## src/rtl/mnet_pkg.sv

```systemverilog
package mnet_pkg;
  typedef enum logic [1:0] {
    SN_ACTIVE    = 2'd0,
    SN_FAULTY    = 2'd1,
    SN_CONGESTED = 2'd2
  } sn_state_e;

  typedef enum logic {
    RM_NORTH_LAST = 1'b0,
    RM_SOUTH_LAST = 1'b1
  } rmode_e;
endpackage

```

## src/rtl/mnet_sub_state.sv

```systemverilog
module mnet_sub_state
  import mnet_pkg::*;
(
  input  logic       clk,
  input  logic       rst_n,
  input  logic       cong,
  input  logic       fail,
  output logic [1:0] state_o
);
  sn_state_e st_q, st_d;

  always_comb begin
    st_d = st_q;
    if (fail)                                st_d = SN_FAULTY;
    else if (st_q == SN_ACTIVE && cong)      st_d = SN_CONGESTED;
    else if (st_q == SN_CONGESTED && !cong)  st_d = SN_ACTIVE;
  end

  always_ff @(posedge clk or negedge rst_n) begin
    if (!rst_n) st_q <= SN_ACTIVE;
    else        st_q <= st_d;
  end

  assign state_o = st_q;
endmodule

```

## src/rtl/mnet_sub_pick.sv

```systemverilog
module mnet_sub_pick #(
  parameter int NUM_SUB = 4,
  localparam int ID_W = (NUM_SUB > 1) ? $clog2(NUM_SUB) : 1
) (
  input  logic [NUM_SUB-1:0] usable,
  output logic [ID_W-1:0]    idx,
  output logic               any
);
  always_comb begin
    idx = '0;
    for (int s = NUM_SUB - 1; s >= 0; s--) begin
      if (usable[s]) idx = ID_W'(s);
    end
    any = |usable;
  end
endmodule

```

## src/rtl/mnet_flit_tag.sv

```systemverilog
module mnet_flit_tag #(
  parameter int FLIT_W = 16,
  parameter int ID_W   = 2
) (
  input  logic              clk,
  input  logic              rst_n,
  input  logic              in_valid,
  output logic              in_ready,
  input  logic [FLIT_W-1:0] in_data,
  input  logic              in_last,
  output logic              out_valid,
  input  logic              out_ready,
  output logic [FLIT_W-1:0] out_data,
  output logic              out_last,
  input  logic [ID_W-1:0]   pick_idx,
  input  logic              pick_mode,
  input  logic              pick_any,
  output logic [ID_W-1:0]   sel_idx,
  output logic              sel_mode,
  output logic              mid_o
);
  logic            mid_q;
  logic [ID_W-1:0] lock_idx_q;
  logic            lock_mode_q;
  logic            pass, fire;

  assign pass      = mid_q | pick_any;
  assign in_ready  = out_ready & pass;
  assign out_valid = in_valid & pass;
  assign fire      = in_valid & in_ready;
  assign sel_idx   = mid_q ? lock_idx_q  : pick_idx;
  assign sel_mode  = mid_q ? lock_mode_q : pick_mode;
  assign out_data  = mid_q ? in_data : {in_data[FLIT_W-1:ID_W], sel_idx};
  assign out_last  = in_last;
  assign mid_o     = mid_q;

  always_ff @(posedge clk or negedge rst_n) begin
    if (!rst_n) begin
      mid_q       <= 1'b0;
      lock_idx_q  <= '0;
      lock_mode_q <= 1'b0;
    end else if (fire) begin
      if (in_last) begin
        mid_q <= 1'b0;
      end else if (!mid_q) begin
        mid_q       <= 1'b1;
        lock_idx_q  <= pick_idx;
        lock_mode_q <= pick_mode;
      end
    end
  end
endmodule

```

## src/rtl/mnet_inject_ctrl.sv

```systemverilog
module mnet_inject_ctrl
  import mnet_pkg::*;
#(
  parameter int NUM_SUB = 4,
  parameter int FLIT_W  = 16,
  localparam int ID_W = (NUM_SUB > 1) ? $clog2(NUM_SUB) : 1
) (
  input  logic               clk,
  input  logic               rst_n,
  input  logic               in_valid,
  output logic               in_ready,
  input  logic [FLIT_W-1:0]  in_data,
  input  logic               in_last,
  output logic               out_valid,
  input  logic               out_ready,
  output logic [FLIT_W-1:0]  out_data,
  output logic               out_last,
  input  logic [NUM_SUB-1:0] cong_flag,
  input  logic [NUM_SUB-1:0] unsafe_flag,
  input  logic               fail_valid,
  input  logic [ID_W-1:0]    fail_sub,
  output logic [ID_W-1:0]    sel_subnet,
  output logic               sel_mode,
  output logic               all_unusable
);
  logic [NUM_SUB-1:0][1:0] sub_st;
  logic [NUM_SUB-1:0]      usable;
  logic [ID_W-1:0]         pick_idx;
  logic                    pick_any;
  logic                    pick_mode;
  logic                    mid_pkt;

  for (genvar g = 0; g < NUM_SUB; g++) begin : g_sub
    logic hit;
    assign hit = fail_valid && (fail_sub == ID_W'(g));
    mnet_sub_state u_state (
      .clk     (clk),
      .rst_n   (rst_n),
      .cong    (cong_flag[g]),
      .fail    (hit),
      .state_o (sub_st[g])
    );
    assign usable[g] = (sub_st[g] == SN_ACTIVE);
  end

  mnet_sub_pick #(.NUM_SUB(NUM_SUB)) u_pick (
    .usable (usable),
    .idx    (pick_idx),
    .any    (pick_any)
  );

  assign pick_mode    = unsafe_flag[pick_idx] ? RM_SOUTH_LAST : RM_NORTH_LAST;
  assign all_unusable = !pick_any;

  mnet_flit_tag #(.FLIT_W(FLIT_W), .ID_W(ID_W)) u_tag (
    .clk       (clk),
    .rst_n     (rst_n),
    .in_valid  (in_valid),
    .in_ready  (in_ready),
    .in_data   (in_data),
    .in_last   (in_last),
    .out_valid (out_valid),
    .out_ready (out_ready),
    .out_data  (out_data),
    .out_last  (out_last),
    .pick_idx  (pick_idx),
    .pick_mode (pick_mode),
    .pick_any  (pick_any),
    .sel_idx   (sel_subnet),
    .sel_mode  (sel_mode),
    .mid_o     (mid_pkt)
  );
endmodule

```

## config.mk

```make
export PLATFORM = sky130hd
export DESIGN_NAME = mnet_inject_ctrl
export DESIGN_NICKNAME = d
export VERILOG_FILES = /design/src/rtl/mnet_pkg.sv /design/src/rtl/mnet_sub_state.sv /design/src/rtl/mnet_sub_pick.sv /design/src/rtl/mnet_flit_tag.sv /design/src/rtl/mnet_inject_ctrl.sv
export SDC_FILE = /design/constraint.sdc
export NUM_CORES = 1
export LEC_CHECK = 0
export ABC_CLOCK_PERIOD_IN_PS = 2600
export BUFFER_PORTS_ARGS = -buffer_cell sky130_fd_sc_hd__buf_2
export CORE_ASPECT_RATIO = 1.2
export CORE_MARGIN = 3
export CORE_UTILIZATION = 39
export DETAILED_ROUTE_END_ITERATION = 6
export PLACE_DENSITY = 0.78
export SLEW_MARGIN = 20
export SYNTH_ARGS = -nofsm -noshare
export SYNTH_HDL_FRONTEND = slang
export SYNTH_HIERARCHICAL = 1
export SYNTH_SLANG_ARGS = --single-unit
export TNS_END_PERCENT = 50
```

## constraint.sdc

```tcl
create_clock -name clk -period 2.6 [get_ports clk]
set_input_delay 0.39 -clock clk [delete_from_list [all_inputs] [get_ports clk]]
set_output_delay 0.39 -clock clk [all_outputs]
set_load 0.005 [all_outputs]
```

After elaboration in Yosys (flattened, before gate mapping)
Cells that the tools add are included.

Register bits: 12. Word-level logic and storage cells: 71. Input port bits: 32. Output and inout bits: 23.

Eq/ne operators: 7. $lt $le $gt $ge: 1. Mux-type cells: 23. Bitwise gates (word level): 5. Reductions and logical operators: 28.

Operators with widths (count): $mux W2 (18); $eq A2 B2 Y1 const B (6); $logic_and A1 B1 Y1 (12); $reduce_bool A3 Y1 (4); $logic_not A2 Y1 (5); $logic_not A1 Y1 (5); $mux W1 (4); $reduce_or A4 Y1 (1); $and A1 B1 Y1 (3); $lt A2 B3 Y1 const B (1); $bmux W1 S2 (1); $eq A2 B1 Y1 const B (1); $reduce_and A2 Y1 (1); $not A1 Y1 (1); $or A1 B1 Y1 (1).

Logic depth before layout (Yosys ltp)
Depth after elaboration: 9. Mapped depth: 6. Depth with buffers taken out: 6.

Modules after synthesis
The synthesis kept the hierarchy.

By module, submodules not included: mnet_flit_tag (cells an instance 39, times used 1, seq. area each 100.1 sq um, area each 361.6 sq um); mnet_sub_state (cells an instance 5, times used 4, seq. area each 50.0 sq um, area each 70.1 sq um); mnet_inject_ctrl (cells an instance 10, times used 1, seq. area each 0.0 sq um, area each 72.6 sq um); mnet_sub_pick (cells an instance 7, times used 1, seq. area each 0.0 sq um, area each 35.0 sq um).

Least setup slack after synthesis
OpenSTA, ideal clock, no wires.

Kind: register to output. Start: register g_sub[1].u_state.st_q[0]. End: output port sel_mode. Arrival: 1.513 ns. Required time: 2.210 ns. Path buffers: 0. Path slack: 0.697 ns. Cell stages (with the launch flop): 6. Cells stage by stage: dfrtp_1 -> nor2_1 -> inv_1 -> a21oi_2 -> mux4_2 -> mux2_2.

Cells in the longest elaborated chain, start to end: 7.

RTL lines: from (decl) (line mnet_sub_state.sv:10) `sn_state_e st_q, st_d;`; from (signal assigned) (line mnet_sub_state.sv:21) `else st_q <= st_d;`; $logic_not A2 Y1 (line mnet_inject_ctrl.sv:43) `assign usable[g] = (sub_st[g] == SN_ACTIVE);`; via usable[1] (line mnet_inject_ctrl.sv:27) `logic [NUM_SUB-1:0] usable;`; $mux W2 (2 in series) (line mnet_sub_pick.sv:12) `if (usable[s]) idx = ID_W'(s);`; via pick_idx[0] (line mnet_inject_ctrl.sv:28) `logic [ID_W-1:0] pick_idx;`; $bmux W1 S2 (line mnet_inject_ctrl.sv:52) `assign pick_mode = unsafe_flag[pick_idx] ? RM_SOUTH_LAST : RM_NORTH_LAST;`; $mux W1 (not written as such) (line mnet_inject_ctrl.sv:52); $mux W1 (line mnet_inject_ctrl.sv:52); via pick_mode (line mnet_inject_ctrl.sv:30) `logic pick_mode;`; $mux W1; to (decl) (line mnet_inject_ctrl.sv:23) `output logic sel_mode,`.

The timed path passes the listed nets, and every way through them passes these cells. The select of a mux whose other input is x is not followed.

Worst setup path after layout
Ends and elaborated chain as after synthesis.

==> results.yml <==
place:
  numPortBuffers: 26
  post_dp_cell_area_um2: 778
  place.gp.congestion: 0.701
  dp_hpwl_um: 1130
  dp_cells: 104
  pre_cts_ws_ns: 0.488
cts:
  cts_made_buffers: 3
  clk_path_buf_depth: 2
  cts_tree: "built"
  path_clk_slew_ns: 0.07
  numClockSinks: 12
  cts_setup_buffers: 0
  clk_latency_ns: 0.26
  root_buffer: "clkbuf_4"
  htreeDepth: 1
worst_setup_path:
  r2r_cells: 6
  crit_buf_inv: 2
  start_kind: "register"
  cp_top_family: "multiplexers"
  slowest_delay_ns: 0.51
  worstPathRequired_ns: 2.21
  cp.arrival_ns: 2.00
  cp-end-kind: "primary output"
  regToRegStartpoint: "g_sub[1].u_state/state_o[0]"
  path_cells: "nor2_1 > inv_1 > a21oi_2 > mux4_2 > mux2_2 > buf_2"
  critical_path_class: "reg2out"
  timing.rr.end: "u_tag/lock_mode_q"
  reg2reg_slack_ns: 0.61
  cp_max_fo: 3
  slowest_stage: "mux4_2"
sta:
  setup_slack_ns: 0.206
  tns_ns: 0
  fin_crit_ns: 2.39
  tightest_slew_ns: 0.274
  drv_slew: 0
  fin_skew_ns: 0.000794
  rsz0062_at_grt: "false"
  fmax_ghz: 0.418
  max-slew-margin-rel: 0.816
  fin_crit_sh: 0.921
  hold_violations: 0
  setup_violations: 0
global_route:
  grt_usage: 0.126
  grt_use_met2: 0.218
  grt_pass1_vias: 546
  grt_use_met1: 0.136
  antenna_found_initial: 0
  overflow: 0
  busiest_layer: "met2"
  use_met3: 0.0301
  grt_max_degree: 13
  grt_pass1_wl_um: 2250
detailed_routing:
  drc: 0
  vias: 562
  drtIter0Drc: 2
  totalWireLength_um: 1390
  ant_nets: 0
  drtPass1Iterations: 4
  wl_per_cell_um: 12.8
  vias_per_cell: 5.16
finish:
  final_cells: 109
  finish.utilization: 0.479
  diodes: 0
  syn_to_final_growth_pct: 10.0
  final_nets: 124
  fillCellCount: 165
  drive_gt1_frac: 0.407
  final_area_um2: 825
run:
  drv_cap: 0
floorplan:
  chipWidth_um: 46.0
  start_util: 0.435
  num_rows: 16
  coreArea_um2: 1720
  die_y_um: 54.0
  dieArea_um2: 2490
  pin_count: 55
worst_hold_path:
  worstHoldPathCells: 3
  hold_path_end: "g_sub[2].u_state/state_o[1]"
  min_from: "cong_flag[2]"
  worstHoldPathType: "in2reg"
power:
  leakage_nw: 0.473
  irDropWorstVdd_v: 0.000293
  powerDensity_nw_per_um2: 531
logic_synthesis:
  synthCells: 76
  syn-mean-instance-area_um2: 9.86
  syn_nets: 108
  synth_area_um2: 749
  ys_types: 20
  ys.warnings.count: 6
  yosysSeqAreaShare: 0.401
  ys_ff_latch: 12
outcome:
  outcome: "complete, no violations"
[cell usage after synthesis (all sizes together)]
cell    count  area share
nor3b       1       0.010
mux2        4       0.075
nand2      10       0.050
nor2       10       0.050
buf        16        0.17
a21oi       1       0.012
mux4        1       0.030
o21a        2       0.020
dfrtp      12        0.40
nand2b      3       0.025
and3        1      0.0084
mux2i       4       0.053
or2         4       0.033
and3b       3       0.040
a21o        1       0.010
inv         2       0.010
nor3        1      0.0067
[cell type report]
class	instances	area, um^2	share of cell area
well taps	18	22.5	0.0273
repair buffers	27	140	0.170
clock buffers	4	36.3	0.0440
multi-input cells	46	318	0.385
inverters	2	7.51	0.00910
flip-flops and latches	12	300	0.364
[per-layer routing]
layer / wire, um / up-vias
met2: 678 / 34
met3: 161 / 0
li1: - / 264
met5: 0 / -
met4: 0 / 0
met1: 553 / 264
[logic make-up (layout without fill, tap and decap cells)]
group	count (synthesis)	after routing	share of synthesized area
multiplexers	9	9	0.159
AND/OR/NAND/NOR	33	33	0.224
AO/OA/AOI/OAI	4	4	0.0417
buffers and inverters	18	33	0.175
flip-flops	12	12	0.401
[repair_timing]
action	in CTS	in global routing
gates resized for setup	0	0
hold buffers	1	0
hold endpoints to repair	12	0
endpoints found under the setup margin	0	0
[cells in the final DEF (no fill, tap or decap), drive strengths merged, types with 3 or more instances in the layout]
master  netlist  layout
nor2         10      10
mux2i         4       4
nand2b        3       3
nand2        10      10
buf          16      26
dfrtp        12      12
and3b         3       3
mux2          4       4
clkbuf        0       4
or2           4       4
[report_power, final]
group	switching (mW)	total, mW	internal, mW
registers	0.0145	0.224	0.210
clock network	0.0578	0.143	0.0850
logic	0.0252	0.0715	0.0463
[worst reg2reg max path: cells and delay by family, from the launching register on]
kind                   cells  cell delay (ns)
AND/OR/NAND/NOR            1             0.17
AO/OA/AOI/OAI              1             0.17
buffers and inverters      1             0.07
multiplexers               3             1.07
flip-flops                 1             0.40
[per-stage QoR]
stage	total power [mW]	hold slack (ns)
2_1_floorplan	0.285	0.0944
3_3_place_gp	0.292	0.273
3_5_place_dp	0.299	0.283
4_1_cts	0.448	0.361
5_1_grt	0.460	0.390
6_report	0.438	0.378
[worst max path at each step]
stage	from	end	slack, ns	cells past startpoint
floorplan	g_sub[1].u_state/state_o[0]	sel_mode	0.70	5
global placement	g_sub[1].u_state/state_o[0]	sel_mode	0.55	6
detailed placement	g_sub[1].u_state/state_o[0]	sel_mode	0.49	6
CTS	g_sub[1].u_state/state_o[0]	sel_mode	0.18	6
global route	g_sub[1].u_state/state_o[0]	sel_mode	0.12	6
finish	g_sub[1].u_state/state_o[0]	sel_mode	0.21	6
[sequential cells by signal (all words and copies together) (netlist names)]
register	count
g_sub.u_state/state_o	8
u_tag/lock_idx_q	2
u_tag/lock_mode_q	1
u_tag/mid_o	1
Power figures use the tool's default switching activity.
